<file path="src/rtl/ptr_bus_pkg.sv">
package ptr_bus_pkg;

    typedef enum logic [2:0] {
        ST_IDLE,
        ST_READ,
        ST_WDLY,
        ST_WWAIT,
        ST_HOLD,
        ST_CONFLICT
    } state_t;

endpackage

</file>
<file path="src/rtl/ptr_bus_sync.sv">
module ptr_bus_sync #(
    parameter int             W       = 4,
    parameter int             STAGES  = 2,
    parameter logic [W-1:0]   RST_VAL = '0
) (
    input  logic         clk,
    input  logic         rst_n,
    input  logic [W-1:0] d,
    output logic [W-1:0] q
);

    logic [W-1:0] stg [STAGES];

    always_ff @(posedge clk or negedge rst_n) begin
        if (!rst_n) begin
            for (int i = 0; i < STAGES; i++) stg[i] <= RST_VAL;
        end else begin
            stg[0] <= d;
            for (int i = 1; i < STAGES; i++) stg[i] <= stg[i-1];
        end
    end

    assign q = stg[STAGES-1];

endmodule

</file>
<file path="src/rtl/ptr_bus_regs.sv">
module ptr_bus_regs #(
    parameter int N_CHAN = 2,
    parameter int N_REG  = 16,
    parameter int DW     = 8,
    parameter int CW     = 1,
    parameter int PW     = 4
) (
    input  logic          clk,
    input  logic          rst_n,
    input  logic          op_go,
    input  logic          op_wr,
    input  logic          op_dc,
    input  logic [CW-1:0] op_chan,
    input  logic [DW-1:0] op_data,
    input  logic [CW-1:0] rd_chan,
    input  logic          rd_dc,
    output logic [DW-1:0] rd_byte,
    output logic [PW-1:0] ptr
);

    logic [DW-1:0] rd_ctl [N_CHAN];
    logic [DW-1:0] rd_dat [N_CHAN];

    // Shared pointer: loaded by a control write at zero, cleared by any other control op.
    always_ff @(posedge clk or negedge rst_n) begin
        if (!rst_n) begin
            ptr <= '0;
        end else if (op_go && !op_dc) begin
            if (op_wr && ptr == '0) ptr <= op_data[PW-1:0];
            else                    ptr <= '0;
        end
    end

    for (genvar c = 0; c < N_CHAN; c++) begin : g_chan
        logic [DW-1:0] ctl_q [N_REG];
        logic [DW-1:0] dat_q;
        logic          hit;

        assign hit = op_go && op_wr && (op_chan == CW'(c));

        always_ff @(posedge clk or negedge rst_n) begin
            if (!rst_n) begin
                for (int i = 0; i < N_REG; i++) ctl_q[i] <= '0;
                dat_q <= '0;
            end else if (hit) begin
                if (op_dc) dat_q      <= op_data;
                else       ctl_q[ptr] <= op_data;
            end
        end

        assign rd_ctl[c] = ctl_q[ptr];
        assign rd_dat[c] = dat_q;
    end

    assign rd_byte = rd_dc ? rd_dat[rd_chan] : rd_ctl[rd_chan];

endmodule

</file>
<file path="src/rtl/ptr_bus_ctrl.sv">
module ptr_bus_ctrl
    import ptr_bus_pkg::*;
#(
    parameter int DW     = 8,
    parameter int CW     = 1,
    parameter int WR_DLY = 2
) (
    input  logic          clk,
    input  logic          rst_n,
    input  logic          s_ce_n,
    input  logic          s_rd_n,
    input  logic          s_wr_n,
    input  logic          s_ack_n,
    input  logic [CW-1:0] s_chan,
    input  logic          s_dc,
    input  logic [DW-1:0] d_in,
    input  logic [DW-1:0] rd_byte,
    output state_t        st,
    output logic [DW-1:0] rd_q,
    output logic          op_go,
    output logic          op_wr,
    output logic          op_dc,
    output logic [CW-1:0] op_chan,
    output logic [DW-1:0] op_data,
    output logic          proto_err
);

    localparam int CNTW = (WR_DLY < 2) ? 1 : $clog2(WR_DLY);
    localparam logic [CNTW-1:0] CNT_LAST = CNTW'(WR_DLY - 1);

    state_t          nxt;
    logic [CNTW-1:0] cnt;
    logic            en, rd, wr, ack_ok;

    assign en     = !s_ce_n;
    assign rd     = !s_rd_n;
    assign wr     = !s_wr_n;
    assign ack_ok = s_ack_n;

    always_ff @(posedge clk or negedge rst_n) begin
        if (!rst_n) st <= ST_IDLE;
        else        st <= nxt;
    end

    always_comb begin
        nxt = st;
        unique case (st)
            ST_IDLE: begin
                if (en && rd && wr)              nxt = ST_CONFLICT;
                else if (en && (rd || wr) && !ack_ok) nxt = ST_HOLD;
                else if (en && rd)               nxt = ST_READ;
                else if (en && wr)               nxt = ST_WDLY;
            end
            ST_READ: begin
                if (rd && wr)       nxt = ST_CONFLICT;
                else if (!ack_ok)   nxt = ST_HOLD;
                else if (!rd)       nxt = ST_IDLE;
                else if (!en)       nxt = ST_HOLD;
            end
            ST_WDLY: begin
                if (rd && wr)                     nxt = ST_CONFLICT;
                else if (!ack_ok || !wr || !en)   nxt = ST_HOLD;
                else if (cnt == CNT_LAST)         nxt = ST_WWAIT;
            end
            ST_WWAIT: begin
                if (rd && wr)       nxt = ST_CONFLICT;
                else if (!ack_ok)   nxt = ST_HOLD;
                else if (!wr)       nxt = ST_IDLE;
                else if (!en)       nxt = ST_HOLD;
            end
            ST_HOLD, ST_CONFLICT: begin
                if (!rd && !wr)     nxt = ST_IDLE;
            end
            default: nxt = ST_IDLE;
        endcase
    end

    always_ff @(posedge clk or negedge rst_n) begin
        if (!rst_n) begin
            cnt       <= '0;
            rd_q      <= '0;
            op_go     <= 1'b0;
            op_wr     <= 1'b0;
            op_dc     <= 1'b0;
            op_chan   <= '0;
            op_data   <= '0;
            proto_err <= 1'b0;
        end else begin
            op_go     <= 1'b0;
            proto_err <= (nxt == ST_CONFLICT);
            if (st == ST_IDLE && nxt == ST_READ) begin
                rd_q    <= rd_byte;
                op_chan <= s_chan;
                op_dc   <= s_dc;
                op_wr   <= 1'b0;
            end
            if (st == ST_IDLE && nxt == ST_WDLY) begin
                cnt     <= '0;
                op_chan <= s_chan;
                op_dc   <= s_dc;
                op_wr   <= 1'b1;
            end
            if (st == ST_WDLY) cnt <= cnt + 1'b1;
            if (st == ST_WDLY && nxt == ST_WWAIT) op_data <= d_in;
            if ((st == ST_READ || st == ST_WWAIT) && nxt == ST_IDLE) op_go <= 1'b1;
        end
    end

endmodule

</file>
<file path="src/rtl/ptr_bus_if.sv">
module ptr_bus_if
    import ptr_bus_pkg::*;
#(
    parameter int N_CHAN      = 2,
    parameter int N_REG       = 16,
    parameter int DW          = 8,
    parameter int WR_DLY      = 2,
    parameter int SYNC_STAGES = 2,
    localparam int CW         = $clog2(N_CHAN)
) (
    input  logic          clk,
    input  logic          rst_n,
    input  logic          ce_n,
    input  logic          rd_n,
    input  logic          wr_n,
    input  logic          ack_n,
    input  logic [CW-1:0] chan_sel,
    input  logic          dc_sel,
    input  logic [DW-1:0] d_in,
    output logic [DW-1:0] d_out,
    output logic          d_oe,
    output logic          proto_err
);

    localparam int PW = $clog2(N_REG);
    localparam int SW = 4 + CW + 1;
    localparam logic [SW-1:0] SYNC_RST = {4'b1111, {CW{1'b0}}, 1'b0};

    logic [SW-1:0] sync_q;
    logic          s_ce_n, s_rd_n, s_wr_n, s_ack_n, s_dc;
    logic [CW-1:0] s_chan;
    state_t        st;
    logic          op_go, op_wr, op_dc;
    logic [CW-1:0] op_chan;
    logic [DW-1:0] op_data, rd_byte, rd_q;
    logic [PW-1:0] ptr;

    ptr_bus_sync #(.W(SW), .STAGES(SYNC_STAGES), .RST_VAL(SYNC_RST)) u_sync (
        .clk   (clk),
        .rst_n (rst_n),
        .d     ({ce_n, rd_n, wr_n, ack_n, chan_sel, dc_sel}),
        .q     (sync_q)
    );

    assign {s_ce_n, s_rd_n, s_wr_n, s_ack_n, s_chan, s_dc} = sync_q;

    ptr_bus_ctrl #(.DW(DW), .CW(CW), .WR_DLY(WR_DLY)) u_ctrl (
        .clk       (clk),
        .rst_n     (rst_n),
        .s_ce_n    (s_ce_n),
        .s_rd_n    (s_rd_n),
        .s_wr_n    (s_wr_n),
        .s_ack_n   (s_ack_n),
        .s_chan    (s_chan),
        .s_dc      (s_dc),
        .d_in      (d_in),
        .rd_byte   (rd_byte),
        .st        (st),
        .rd_q      (rd_q),
        .op_go     (op_go),
        .op_wr     (op_wr),
        .op_dc     (op_dc),
        .op_chan   (op_chan),
        .op_data   (op_data),
        .proto_err (proto_err)
    );

    ptr_bus_regs #(.N_CHAN(N_CHAN), .N_REG(N_REG), .DW(DW), .CW(CW), .PW(PW)) u_regs (
        .clk     (clk),
        .rst_n   (rst_n),
        .op_go   (op_go),
        .op_wr   (op_wr),
        .op_dc   (op_dc),
        .op_chan (op_chan),
        .op_data (op_data),
        .rd_chan (s_chan),
        .rd_dc   (s_dc),
        .rd_byte (rd_byte),
        .ptr     (ptr)
    );

    assign d_out = rd_q;
    assign d_oe  = !ce_n && !rd_n;

endmodule

</file>
<file path="config.mk">
export PLATFORM = sky130hd
export DESIGN_NAME = ptr_bus_if
export DESIGN_NICKNAME = d
export VERILOG_FILES = /design/src/rtl/ptr_bus_pkg.sv /design/src/rtl/ptr_bus_sync.sv /design/src/rtl/ptr_bus_regs.sv /design/src/rtl/ptr_bus_ctrl.sv /design/src/rtl/ptr_bus_if.sv
export SDC_FILE = /design/constraint.sdc
export NUM_CORES = 1
export LEC_CHECK = 0
export BUFFER_PORTS_ARGS = -buffer_cell sky130_fd_sc_hd__clkbuf_2
export CORE_MARGIN = 2
export CORE_UTILIZATION = 45
export CTS_CLUSTER_DIAMETER = 50
export DETAILED_ROUTE_END_ITERATION = 10
export PLACE_DENSITY = 0.65
export SETUP_SLACK_MARGIN = 0.05
export SKIP_LAST_GASP = 1
export SLEW_MARGIN = 0
export SYNTH_ARGS = -nofsm -noshare
export SYNTH_HDL_FRONTEND = slang
export SYNTH_SLANG_ARGS = --single-unit
</file>
<file path="constraint.sdc">
create_clock -name clk -period 1.87 [get_ports clk]
set_input_delay 0.187 -clock clk [delete_from_list [all_inputs] [get_ports clk]]
set_output_delay 0.187 -clock clk [all_outputs]
set_load 0.02 [all_outputs]
</file>
==> impl_metrics.toml <==
[sta]
max_freq_ghz = 0.4614
post-route-period-util_pct = 115.9
drv_slew = 0
rsz0062_at_grt = "yes"
worst_pin_slew_ns = 0.5169
finClkSkew_ns = 0.01923
layout_setup_ws_ns = -0.2973
tns_ns = -6.666
hold_viol = 0
finalSetupViolations = 78
relSlewSlack_pct = 65.54
period_minus_slack_ns = 2.167

[die]
ioPinCount = 26
start_util_pct = 45.96
die_height_um = 181.5
core_um2 = 30830
fp.dieW_um = 181.5
dieArea_um2 = 32920
num_rows = 64

[clocking]
clockRootBuffer = "clkbuf_16"
clock_latency_ns = 0.52
cts_max_path_buffers = 3
cts.sinks = 313
cts_buffers = 37
clk_pin_slew_worst_paths_ns = 0.06
htree_levels = 2
tritoncts = "done"

[setup_path]
r2r_slack_ns = -0.30
slowest_delay_ns = 0.50
worstReg2RegStart = "u_regs.ptr[0]"
crit_type = "reg2reg"
critPathLaunchType = "register"
crit_arrival_ns = 2.57
cp_common_cell = "o21ai_1"
cp_max_fo = 5
end_kind = "register"
r2r_cells = 8
cp_slowest_cell = "dfrtp_4"
crit_chain = "buf_8 > buf_6 > mux4_2 > a22o_1 > a211oi_2 > a21oi_1 > o21ai_1 > o21ai_1"
path_delay_family = "compound AO/OA/AOI/OAI gates"
rr_endpoint = "u_ctrl.rd_q[5]"
critPathBufInv = 2
crit_required_ns = 2.28

[placement]
gp_congestion = 0.8262
io_buffers = 25
dp_hpwl_mm = 22.17

[run]
maxCapViolCount = 0

[grt]
grt_pass1_wl_mm = 56.01
antenna_found_initial = 0
use_met2_pct = 34.33
grtUsageMet3_pct = 3.269
met1_usage_pct = 31.56
track_usage_pct = 21.94
first_global_vias = 9586
grt-ovfl-total = 0
grt_start_max_net_pins = 55
grt-busiest-layer = "met2"

[synth]
synth.most_common_cell = "dfrtp_1"
synthArstFlopShare_pct = 100.0
synth_area_um2 = 14170
synth_top_area_share_pct = 53.86
yosysTopAreaCell = "dfrtp_1"
yosys_warnings = 0
ys_top_cells_by_count = "dfrtp_1, mux2_2, mux2i_1"
synth_ff_type = "dfrtp_1"
synth_seq_cells = 313
synth-edff-count = 0
ys_seq_area_share_pct = 55.35
syn_avg_cell_area_um2 = 14.41
synth_cell_types = 53
syn_nets = 999
synth_area_leaders = "dfrtp_1, mux2_2, mux4_2"
synthCells = 983

[power_and_ir_drop]
power_leakage_nw = 8.422
power_density_nw_per_um2 = 975.7
peakVddDrop_mv = 0.6133

[detailed_routing]
wl_mm = 35.31
drc = 0
wl_per_cell_um = 22.52
dr_total_vias = 8897
viasPerCell = 5.674
drt_pre_antenna_iters = 5
drt-initial-drc-count = 580
ant_nets = 0

[layout]
synthToLayoutAreaGrowth_pct = 28.07
finish.net_count = 1161
fin_util_pct = 58.86
diodes = 0
drive_above_1_share_pct = 54.35

[outcome]
outcome = "finished with violations"
violations = "setup timing"

[hold_path]
min_path_type = "in2async"
worst max-delay path by stage:
stage,startpoint,to,slack [ns],cells past startpoint
after floorplan,u_sync.q[4],u_ctrl.op_chan,-0.11,7
after global placement,u_regs.ptr[0],u_ctrl.rd_q[2],-0.27,6
after detailed placement,u_regs.ptr[0],u_ctrl.rd_q[7],-0.32,6
after CTS,u_regs.ptr[0],u_ctrl.rd_q[4],-0.24,9
after global routing,u_regs.ptr[0],u_ctrl.rd_q[5],-0.32,9
final,u_regs.ptr[0],u_ctrl.rd_q[5],-0.30,8
layout by cell type, fill, tap and decap left out, types with 15 or more instances in the layout:
cell and count:
dfrtp_1 302, mux2_2 266, buf_4 81, mux2i_1 69
clkbuf_16 40, mux4_2 33, buf_12 33, nand2_1 30
buf_6 25, o22ai_1 24, clkbuf_2 24, nor2_4 21
mux2_4 15, dlygate4sd3_1 15
through the flow:
stage	total power, mW	worst slack, ns	hold WS (ns)	cells	instance area, um2
4_1_cts	17.55	-0.2354	0.2197	1551	17650
2_1_floorplan	8.626	-0.1063	-0.1086	983	14210
3_3_place_gp	9.563	-0.2742	0.1701	1454	15710
5_1_grt	18.40	-0.3223	0.2310	1568	18150
6_report	17.71	-0.2973	0.2021	1568	18150
3_5_place_dp	9.600	-0.3201	0.1681	1454	15710
cells by family (layout without fill, tap and decap cells):
family	after synthesis	after routing	synth area share [%]
flip-flops	313	313	55.35
AND/OR/NAND/NOR	135	135	5.563
multiplexers	385	385	32.60
AO/OA/AOI/OAI	83	83	3.965
buffers and inverters	67	256	2.525
sequential cells by signal, summed over array words and instances, names as in the netlist:
signal               count
u_ctrl.op_data           8
u_ctrl.cnt               1
u_sync.q                 6
u_sync.stg               6
u_ctrl.op_wr             1
u_ctrl.proto_err         1
u_ctrl.op_dc             1
u_regs.g_chan.ctl_q    256
u_ctrl.st                3
u_regs.ptr               4
u_ctrl.op_chan           1
u_ctrl.rd_q              8
u_ctrl.op_go             1
u_regs.g_chan.dat_q     16
layout make-up:
| type | count | area (um2) |
|---|---|---|
| tap | 396 | 495.5 |
| inverter | 4 | 15.01 |
| clock buffer | 51 | 1061 |
| sequential | 313 | 7849 |
| clock inverter | 15 | 239.0 |
| timing repair buffer | 186 | 2006 |
| fill | 2329 | 12680 |
| multi-input combinational | 603 | 6482 |
per-layer routing:
layer  vias up  routed length [um]
met1      4694               16450
met4         0                1031
li1       3969                   -
met5         -                   0
met3        63                1374
met2       171               16460
worst register-to-register path, stage by stage, from the launching register on:
cell and delay, ns:
dfrtp_4 0.50, buf_8 0.16, buf_6 0.12, mux4_2 0.42, a22o_1 0.28, a211oi_2 0.28, a21oi_1 0.09, o21ai_1 0.13
o21ai_1 0.07
report_power, final:
part | switching (mW) | internal, mW
Clock | 2.76 | 4.81
Combinational | 1.53 | 1.36
Sequential | 0.218 | 7.03
Total | 4.51 | 13.2
repair_timing:
action | in CTS | in global routing
buffers inserted | 13 | 16
setup endpoints to repair | 226 | 263
pin swaps | 25 | 12
endpoints found under the hold margin | 63 | 0
hold buffers | 15 | 0
resized for setup | 66 | 72
cloned | 3 | 2
(Power assumes the default switching activity.)
